### config.mk
export PLATFORM = sky130hd
export DESIGN_NAME = cfg_chain_loader
export DESIGN_NICKNAME = d
export VERILOG_FILES = /design/src/rtl/cfg_chain_pkg.sv /design/src/rtl/cfg_image_regs.sv /design/src/rtl/cfg_shift_engine.sv /design/src/rtl/cfg_hold_timer.sv /design/src/rtl/cfg_chain_loader.sv
export SDC_FILE = /design/constraint.sdc
export NUM_CORES = 1
export LEC_CHECK = 0
export BUFFER_PORTS_ARGS = -buffer_cell sky130_fd_sc_hd__buf_2
export CAP_MARGIN = 5
export CORE_ASPECT_RATIO = 1.75
export CORE_MARGIN = 4
export CORE_UTILIZATION = 56
export DETAILED_ROUTE_END_ITERATION = 6
export PLACE_DENSITY_LB_ADDON = 0.25
export SYNTH_ARGS = -nofsm -noshare
export SYNTH_HDL_FRONTEND = slang
export SYNTH_SLANG_ARGS = --single-unit
export TNS_END_PERCENT = 5
### constraint.sdc
create_clock -name clk -period 2.22 [get_ports clk]
set_input_delay 0.222 -clock clk [delete_from_list [all_inputs] [get_ports clk]]
set_output_delay 0.222 -clock clk [all_outputs]
set_load 0.05 [all_outputs]
### src/rtl/cfg_chain_pkg.sv
package cfg_chain_pkg;

   typedef enum logic [1:0] {
      ST_IDLE  = 2'd0,
      ST_SHIFT = 2'd1,
      ST_SOFT  = 2'd2,
      ST_HARD  = 2'd3
   } ld_state_t;

   function automatic int unsigned bits_for(input int unsigned n);
      return (n > 1) ? $clog2(n) : 1;
   endfunction

endpackage

### src/rtl/cfg_image_regs.sv
module cfg_image_regs #(
   parameter int NUM_REGS  = 16,
   parameter int REG_W     = 8,
   parameter bit MSB_FIRST = 1'b1,
   parameter int AW        = 4,
   parameter int CHAIN_LEN = NUM_REGS * REG_W
) (
   input  logic                 clk,
   input  logic                 rst_n,
   input  logic                 wr_en_i,
   input  logic [AW-1:0]        wr_addr_i,
   input  logic [REG_W-1:0]     wr_data_i,
   output logic [CHAIN_LEN-1:0] img_o
);

   logic [REG_W-1:0] regs_q [NUM_REGS];

   always_ff @(posedge clk or negedge rst_n) begin
      if (!rst_n) begin
         for (int r = 0; r < NUM_REGS; r++) regs_q[r] <= '0;
      end else if (wr_en_i) begin
         for (int r = 0; r < NUM_REGS; r++)
            if (wr_addr_i == AW'(r)) regs_q[r] <= wr_data_i;
      end
   end

   // stream position k maps to img_o[CHAIN_LEN-1-k]
   for (genvar r = 0; r < NUM_REGS; r++) begin : g_reg
      for (genvar j = 0; j < REG_W; j++) begin : g_bit
         if (MSB_FIRST) begin : g_msb
            assign img_o[CHAIN_LEN-1-(r*REG_W+j)] = regs_q[r][REG_W-1-j];
         end else begin : g_lsb
            assign img_o[CHAIN_LEN-1-(r*REG_W+j)] = regs_q[r][j];
         end
      end
   end

endmodule

### src/rtl/cfg_shift_engine.sv
module cfg_shift_engine #(
   parameter int CHAIN_LEN = 128,
   parameter int SCLK_DIV  = 4,
   parameter int CW        = $clog2(CHAIN_LEN + 1)
) (
   input  logic                 clk,
   input  logic                 rst_n,
   input  logic                 go_i,
   input  logic [CHAIN_LEN-1:0] img_i,
   input  logic                 sdi_i,
   output logic                 run_o,
   output logic                 sclk_o,
   output logic                 sdo_o,
   output logic                 end_o,
   output logic [CW-1:0]        mism_o
);

   localparam int HALF = SCLK_DIV / 2;
   localparam int PW   = cfg_chain_pkg::bits_for(SCLK_DIV);
   localparam int IW   = cfg_chain_pkg::bits_for(CHAIN_LEN);
   localparam logic [PW-1:0] PH_RISE = PW'(HALF - 1);
   localparam logic [PW-1:0] PH_FALL = PW'(SCLK_DIV - 1);
   localparam logic [IW-1:0] LAST    = IW'(CHAIN_LEN - 1);

   logic          run_q, pass2_q, sclk_q, sdo_q;
   logic [PW-1:0] ph_q;
   logic [IW-1:0] idx_q, idx_nx;
   logic [CW-1:0] mism_q;
   logic          at_rise, at_fall, last_bit;

   assign idx_nx   = idx_q + 1'b1;
   assign at_rise  = run_q && (ph_q == PH_RISE);
   assign at_fall  = run_q && (ph_q == PH_FALL);
   assign last_bit = (idx_q == LAST);

   always_ff @(posedge clk or negedge rst_n) begin
      if (!rst_n) begin
         run_q   <= 1'b0;
         pass2_q <= 1'b0;
         sclk_q  <= 1'b0;
         sdo_q   <= 1'b0;
         ph_q    <= '0;
         idx_q   <= '0;
         mism_q  <= '0;
      end else if (!run_q) begin
         if (go_i) begin
            run_q   <= 1'b1;
            pass2_q <= 1'b0;
            sclk_q  <= 1'b0;
            ph_q    <= '0;
            idx_q   <= '0;
            mism_q  <= '0;
            sdo_q   <= img_i[LAST];
         end
      end else begin
         ph_q <= at_fall ? '0 : ph_q + 1'b1;
         if (at_rise) begin
            sclk_q <= 1'b1;
            if (pass2_q && (sdi_i != sdo_q)) mism_q <= mism_q + 1'b1;
         end
         if (at_fall) begin
            sclk_q <= 1'b0;
            if (last_bit) begin
               idx_q <= '0;
               if (pass2_q) begin
                  run_q <= 1'b0;
                  sdo_q <= 1'b0;
               end else begin
                  pass2_q <= 1'b1;
                  sdo_q   <= img_i[LAST];
               end
            end else begin
               idx_q <= idx_nx;
               sdo_q <= img_i[LAST - idx_nx];
            end
         end
      end
   end

   assign run_o  = run_q;
   assign sclk_o = sclk_q;
   assign sdo_o  = sdo_q;
   assign end_o  = at_fall && last_bit && pass2_q;
   assign mism_o = mism_q;

   // data only moves with a falling serial clock while running
   a_r3_sdo_on_fall: assert property (@(posedge clk) disable iff (!rst_n)
      (run_q && $past(run_q) && !$stable(sdo_q)) |-> $fell(sclk_q));

   // nothing is counted during the first pass
   a_r5_first_pass_silent: assert property (@(posedge clk) disable iff (!rst_n)
      (run_q && !pass2_q) |-> (mism_q == '0));

   // serial clock never runs outside a load
   a_r2_clock_parked: assert property (@(posedge clk) disable iff (!rst_n)
      !run_q |-> !sclk_q);

endmodule

### src/rtl/cfg_hold_timer.sv
module cfg_hold_timer #(
   parameter int RST_HOLD = 8
) (
   input  logic clk,
   input  logic rst_n,
   input  logic clr_i,
   input  logic en_i,
   output logic last_o
);

   localparam int TW = $clog2(RST_HOLD + 1);
   localparam logic [TW-1:0] LIMIT = TW'(RST_HOLD - 1);

   logic [TW-1:0] cnt_q;

   always_ff @(posedge clk or negedge rst_n) begin
      if (!rst_n)      cnt_q <= '0;
      else if (clr_i)  cnt_q <= '0;
      else if (en_i)   cnt_q <= cnt_q + 1'b1;
   end

   assign last_o = en_i && (cnt_q == LIMIT);

   // the hold counter never passes its limit while a reset action runs
   a_r8_hold_bound: assert property (@(posedge clk) disable iff (!rst_n)
      en_i |-> (cnt_q <= LIMIT));

endmodule

### src/rtl/cfg_chain_loader.sv
module cfg_chain_loader #(
   parameter int NUM_REGS  = 16,
   parameter int REG_W     = 8,
   parameter int SCLK_DIV  = 4,
   parameter int RST_HOLD  = 8,
   parameter bit MSB_FIRST = 1'b1,
   parameter int AW        = cfg_chain_pkg::bits_for(NUM_REGS),
   parameter int CW        = $clog2(NUM_REGS * REG_W + 1)
) (
   input  logic             clk,
   input  logic             rst_n,
   input  logic             wr_en_i,
   input  logic [AW-1:0]    wr_addr_i,
   input  logic [REG_W-1:0] wr_data_i,
   input  logic             start_i,
   input  logic             soft_rst_req_i,
   input  logic             hard_rst_req_i,
   output logic             cs_n_o,
   output logic             sclk_o,
   output logic             sdo_o,
   input  logic             sdi_i,
   output logic             busy_o,
   output logic             done_o,
   output logic             err_o,
   output logic [CW-1:0]    mismatch_o
);
   import cfg_chain_pkg::*;

   localparam int CHAIN_LEN = NUM_REGS * REG_W;

   if (NUM_REGS < 2)                          begin : g_chk_regs $error("NUM_REGS must be 2 or more"); end
   if (REG_W < 1)                             begin : g_chk_w    $error("REG_W must be 1 or more"); end
   if (SCLK_DIV < 2 || (SCLK_DIV % 2) != 0)   begin : g_chk_div  $error("SCLK_DIV must be even and 2 or more"); end
   if (RST_HOLD < 1)                          begin : g_chk_hold $error("RST_HOLD must be 1 or more"); end

   ld_state_t            state_q, state_n;
   logic [CHAIN_LEN-1:0] img;
   logic                 eng_go, eng_run, eng_sclk, eng_sdo, eng_end;
   logic [CW-1:0]        eng_mism;
   logic                 tmr_clr, tmr_en, tmr_last;
   logic                 done_q, err_q, load_fin;

   cfg_image_regs #(
      .NUM_REGS(NUM_REGS), .REG_W(REG_W), .MSB_FIRST(MSB_FIRST),
      .AW(AW), .CHAIN_LEN(CHAIN_LEN)
   ) u_img (
      .clk(clk), .rst_n(rst_n), .wr_en_i(wr_en_i), .wr_addr_i(wr_addr_i),
      .wr_data_i(wr_data_i), .img_o(img)
   );

   cfg_shift_engine #(
      .CHAIN_LEN(CHAIN_LEN), .SCLK_DIV(SCLK_DIV), .CW(CW)
   ) u_eng (
      .clk(clk), .rst_n(rst_n), .go_i(eng_go), .img_i(img), .sdi_i(sdi_i),
      .run_o(eng_run), .sclk_o(eng_sclk), .sdo_o(eng_sdo), .end_o(eng_end),
      .mism_o(eng_mism)
   );

   cfg_hold_timer #(.RST_HOLD(RST_HOLD)) u_tmr (
      .clk(clk), .rst_n(rst_n), .clr_i(tmr_clr), .en_i(tmr_en), .last_o(tmr_last)
   );

   assign tmr_en   = (state_q == ST_SOFT) || (state_q == ST_HARD);
   assign load_fin = (state_q == ST_SHIFT) && eng_end;

   always_comb begin
      state_n = state_q;
      eng_go  = 1'b0;
      tmr_clr = 1'b0;
      unique case (state_q)
         ST_IDLE: begin
            if (hard_rst_req_i) begin
               state_n = ST_HARD;
               tmr_clr = 1'b1;
            end else if (soft_rst_req_i) begin
               state_n = ST_SOFT;
               tmr_clr = 1'b1;
            end else if (start_i) begin
               state_n = ST_SHIFT;
               eng_go  = 1'b1;
            end
         end
         ST_SHIFT: if (eng_end)  state_n = ST_IDLE;
         ST_SOFT,
         ST_HARD:  if (tmr_last) state_n = ST_IDLE;
         default:  state_n = ST_IDLE;
      endcase
   end

   always_ff @(posedge clk or negedge rst_n) begin
      if (!rst_n) begin
         state_q <= ST_IDLE;
         done_q  <= 1'b0;
         err_q   <= 1'b0;
      end else begin
         state_q <= state_n;
         if (eng_go) begin
            done_q <= 1'b0;
            err_q  <= 1'b0;
         end else if (load_fin) begin
            done_q <= 1'b1;
            err_q  <= (eng_mism != '0);
         end
      end
   end

   // pin encoding: shifting and soft reset hold select active
   assign cs_n_o     = !((state_q == ST_SHIFT) || (state_q == ST_SOFT));
   assign sclk_o     = (state_q == ST_SHIFT) ? eng_sclk : (state_q == ST_SOFT);
   assign sdo_o      = (state_q == ST_SHIFT) ? eng_sdo  : (state_q == ST_HARD);
   assign busy_o     = (state_q != ST_IDLE);
   assign done_o     = done_q;
   assign err_o      = err_q;
   assign mismatch_o = eng_mism;

   // the chain is selected whenever the engine is shifting
   a_r2_select_while_shifting: assert property (@(posedge clk) disable iff (!rst_n)
      eng_run |-> !cs_n_o);

   // the engine only launches from idle
   a_r7_launch_from_idle: assert property (@(posedge clk) disable iff (!rst_n)
      $rose(eng_run) |-> ($past(state_q) == ST_IDLE));

   // a request during an action does not disturb it
   a_r7_busy_holds: assert property (@(posedge clk) disable iff (!rst_n)
      ((state_q != ST_IDLE) && (start_i || soft_rst_req_i || hard_rst_req_i)
       && !eng_end && !tmr_last) |=> (state_q == $past(state_q)));

   // hard reset wins any idle collision
   a_r10_hard_first: assert property (@(posedge clk) disable iff (!rst_n)
      ((state_q == ST_IDLE) && hard_rst_req_i) |=> (state_q == ST_HARD));

   // the error flag moves only at a start or at load completion
   a_r6_err_sticky: assert property (@(posedge clk) disable iff (!rst_n)
      (!$past(eng_go) && !$past(load_fin)) |-> $stable(err_q));

   // idle pins are parked
   a_r11_idle_parked: assert property (@(posedge clk) disable iff (!rst_n)
      !busy_o |-> (cs_n_o && !sclk_o && !sdo_o));

endmodule

==> metrics.md <==
| Metric | Value |
|---|---|
| Clock root buffer | sky130_fd_sc_hd__clkbuf_16 |
| Worst min path class | in -> reg |
| Die span in y | ~160 um |
| Detailed placement HPWL | 11.64 mm |
| Number of enable flip-flop cells after synthesis | 0 |
| Worst skew pair latency | 0.42 ns |
| Clk network pwr share | 0.346 |
| Most used standard cell by instance count after synthesis | sky130_fd_sc_hd__dfrtp_1 |
| DR pass1 iterations | 4 |
| Synthesis warning total | 0 |
| Antenna Nets Post-Route | 0 |
| PwrDens | between 900 and 1000 nW/um2 |
| Mapped Nets | 581 |
| Arrival time at the worst endpoint | 2.57 ns |
| Worst-path maximum fanout | 5 |
| Number of max-slew violations in the final report | 0 |
| Routed vias | 4774 |
| Setup CP Type | reg -> reg |
| Critical Path Start | u_eng.idx_q[0] |
| TritonCTS clock tree | built |
| Worst slew margin relative to its limit | 0.5589 |
| Final clock skew | 0.005536 ns |
| Share of total power in combinational logic | 0.191 |
| Antenna fix cells | 0 |
| Maximum Capacitance Violations | 0 |
| Layout-stage area growth over the synthesis result | 15.49% |
| Number of top-level pins | 33 |
| Final critical-path setup slack | -0.06052 ns |
| Unrepaired setup endpoints after global routing | true |
| Synthesized area per cell | 13.84 um2 |
| Number of placed cells counting well taps | 765 |
| Post-synthesis cell type count | 54 |
| TritonCTS Buffers | 17 |
| Failing checks | setup timing |
| X dimension of the die | 96.20 um |
| Number of nets at the end of the flow | 641 |
| Crit path required time | 2.51 ns |
| Power spent charging and discharging nets | 0.002355 W |
| Count of mapped cells out of synthesis | 551 |
| First-pass GRT wire length | about 28 mm |
| Fillcell total | 974 |
| Portion of total power attributed to sequential cells | 0.463 |
| Most frequent cells after synthesis | sky130_fd_sc_hd__dfrtp_1, sky130_fd_sc_hd__mux2_2, sky130_fd_sc_hd__mux4_2 |
| Core area | around 13000 um2 |
| Synth area leader | sky130_fd_sc_hd__dfrtp_1 |
| Pin count of the biggest net entering global routing | between 50 and 60 |
| Final routed wirelength across all metal layers | 16.94 mm |
| Initial drt markers | approximately 280 |
| Tmin final | 2.281 ns |
| H-tree depth | 4 |
| Total internal power | 0.005848 W |
| Count of buffers from port buffering | 32 |
| Ratio of routed vias to standard cells | 5.982 |
| Row count | 56 |
| Sequential share of the synthesized area | 0.5153 |
| Die area | 15620 um2 |
| Static Leakage | 3.994 nW |
| Element type at the critical path end | flop |
| Clock Pin Slew Worst Setup and Hold Paths | 0.07 ns |
| Launch instance of the worst min-delay path | hard_rst_req_i |
| Post-detailed-route wirelength per cell | 21.22 um |
| Congestion Overflow GR | 0 |
| Register bit total from synthesis | 157 |
| Largest voltage drop on the vdd net | between 600 and 700 uV |
| Combined global-route utilization of all metal layers | 0.2441 |
| Endpoints failing hold | 0 |
| Maximum number of buffers from clock root to sink | 2 |
| Post-Route Utilization | 0.6579 |
| DRC viols | 0 |
| Setup-failing EPs final | 1 |
| R2R Setup Slk | -0.06 ns |
| Antenna violations before repair | 0 |
| Transition time at the pin with the least slew margin | 0.6592 ns |
| Top flip-flop cell by instance count after synthesis | sky130_fd_sc_hd__dfrtp_1 |
| Share of Yosys cell area claimed by the top area cell type | 0.5153 |
| Final Instance Count excl. Fillers | roughly 800 |
| Post-synth design cell area | approximately 7600 um2 |
| Startpoint of the worst-slack reg-to-reg timing path | u_eng.idx_q[0] |
| Outcome | finished with violations |
| Vias in the first global route | 5459 |
| Hold Worst Slack | 0.1525 ns |
| Worst slack at placement | -0.1702 ns |
| Final period util | 1.027 |
| Synth top area cells | sky130_fd_sc_hd__dfrtp_1, sky130_fd_sc_hd__mux2_2, sky130_fd_sc_hd__mux4_2, sky130_fd_sc_hd__mux2_1, sky130_fd_sc_hd__mux2i_1 |
| Startpoint class of the critical path | flop |
| Clock Sink Count | 157 |
| Initial standard-cell utilization of the core | 0.5697 |
| Fraction of synthesis flops using an asynchronous set or reset pin | 1.000 |
| Ratio of cells with drive above 1 in the final layout | 0.3894 |
| Switching part of the total | 0.2871 |
| Highest attainable clock frequency | 0.4385 GHz |
| Gp weighted congestion | 0.9633 |
==> per-layer routing <==
metal,global-route usage,up-vias,wire length [um]
met5,0,-,0
met4,0.1017,0,553
met3,0.04531,33,558
met2,0.4262,107,9282
met1,0.2895,2490,6541
li1,-,2144,-
==> power groups by stage <==
| stage | logic, W | clock network, W | registers [W] |
|---|---|---|---|
| 3_5_place_dp | 0.00157 | 0 | 0.00385 |
| 5_1_grt | 0.00172 | 0.00303 | 0.00387 |
| 4_1_cts | 0.00158 | 0.00289 | 0.00380 |
| 2_1_floorplan | 0.00118 | 0 | 0.00373 |
| 3_3_place_gp | 0.00149 | 0 | 0.00381 |
| 6_report | 0.00156 | 0.00284 | 0.00380 |
==> sequential cells by signal, summed over array words and instances, names as in the netlist <==
| signal | count |
|---|---|
| err_o | 1 |
| state_q | 2 |
| u_eng.sdo_o | 1 |
| done_o | 1 |
| u_img.img_o | 128 |
| u_tmr.cnt_q | 4 |
| u_eng.ph_q | 2 |
| u_eng.sclk_o | 1 |
| u_eng.pass2_q | 1 |
| u_eng.mism_o | 8 |
| u_eng.idx_q | 7 |
| u_eng.run_o | 1 |
==> path summary, 6_finish.rpt <==
kind,depth (start not counted),end
worst min-delay path,3,state_q[1]
max in group asynchronous,3,u_img.img_o[10]
worst max register to register,6,u_eng.sdo_o
worst max-delay path,6,u_eng.sdo_o
worst min register to register,1,u_img.img_o[117]
min in group asynchronous,2,u_img.img_o[61]
==> critical path: stages, from the launching register on <==
cell	delay (ns)
sky130_fd_sc_hd__dfrtp_2	0.44
sky130_fd_sc_hd__ha_4	0.32
sky130_fd_sc_hd__mux4_2	0.49
sky130_fd_sc_hd__mux4_2	0.48
sky130_fd_sc_hd__a31oi_1	0.18
sky130_fd_sc_hd__o211a_1	0.18
sky130_fd_sc_hd__a211oi_1	0.05
==> cells by family after synthesis <==
kind of cell / Yosys count / synth area share
compound gates: 48 / 0.04070
xor+xnor: 16 / 0.02380
fa+ha+maj: 11 / 0.01805
buf+inv: 40 / 0.02478
flops: 157 / 0.5153
mux: 179 / 0.3123
simple gates: 100 / 0.06499
==> area by class of cell <==
cell class,instances,area (um2),share of cell area
Inverter,12,45.04,0.005116
Sequential cell,157,3930,0.4464
Timing Repair Buffer,69,511.7,0.05812
Clock inverter,15,152.6,0.01734
Multi-Input combinational cell,354,3522,0.4000
Clock buffer,17,425.4,0.04832
Tap cell,174,217.7,0.02473
==> layout by cell type, fill, tap and decap left out, types with 3 or more instances in the layout <==
cell                           n
sky130_fd_sc_hd__o31ai_1       3
sky130_fd_sc_hd__buf_2        31
sky130_fd_sc_hd__o21ai_0       9
sky130_fd_sc_hd__mux2_2       99
sky130_fd_sc_hd__buf_6         3
sky130_fd_sc_hd__buf_4        29
sky130_fd_sc_hd__a22o_1        4
sky130_fd_sc_hd__o21ai_1       3
sky130_fd_sc_hd__clkinvlp_4    3
sky130_fd_sc_hd__clkbuf_16    17
sky130_fd_sc_hd__a21oi_1      12
sky130_fd_sc_hd__buf_12        4
sky130_fd_sc_hd__inv_6         4
sky130_fd_sc_hd__ha_1         10
sky130_fd_sc_hd__inv_1        11
sky130_fd_sc_hd__xor2_1        9
sky130_fd_sc_hd__or3_1         5
sky130_fd_sc_hd__mux2_1       32
sky130_fd_sc_hd__nand3_1      10
sky130_fd_sc_hd__nand2_1      25
sky130_fd_sc_hd__clkinv_4      3
sky130_fd_sc_hd__a31oi_1       3
sky130_fd_sc_hd__nor2_1       30
sky130_fd_sc_hd__mux4_2       34
sky130_fd_sc_hd__dfrtp_1     156
sky130_fd_sc_hd__nor3_1        3
sky130_fd_sc_hd__nand4_1       4
sky130_fd_sc_hd__nand2b_1      8
sky130_fd_sc_hd__xnor2_1       3
sky130_fd_sc_hd__mux2i_1      14
sky130_fd_sc_hd__inv_8         3
==> through the flow <==
step	setup TNS, ns	instance area (um2)	total power (W)
6_report	-0.06052	8805	0.008203
5_1_grt	-0.1198	8805	0.008612
4_1_cts	-0.04394	8801	0.008272
3_5_place_dp	-0.1702	8185	0.005421
3_3_place_gp	-0.06463	8185	0.005300
2_1_floorplan	0	7630	0.004910
==> timing repair <==
item | CTS | global route
gates cloned | 0 | 0
hold endpoints to repair | 53 | 0
pin swaps | 2 | 0
setup endpoints to repair | 1 | 1
gates resized for setup | 6 | 1
hold buffers | 1 | 0
setup buffers | 0 | 0
No activity file was read; power rests on OpenSTA's default activity.
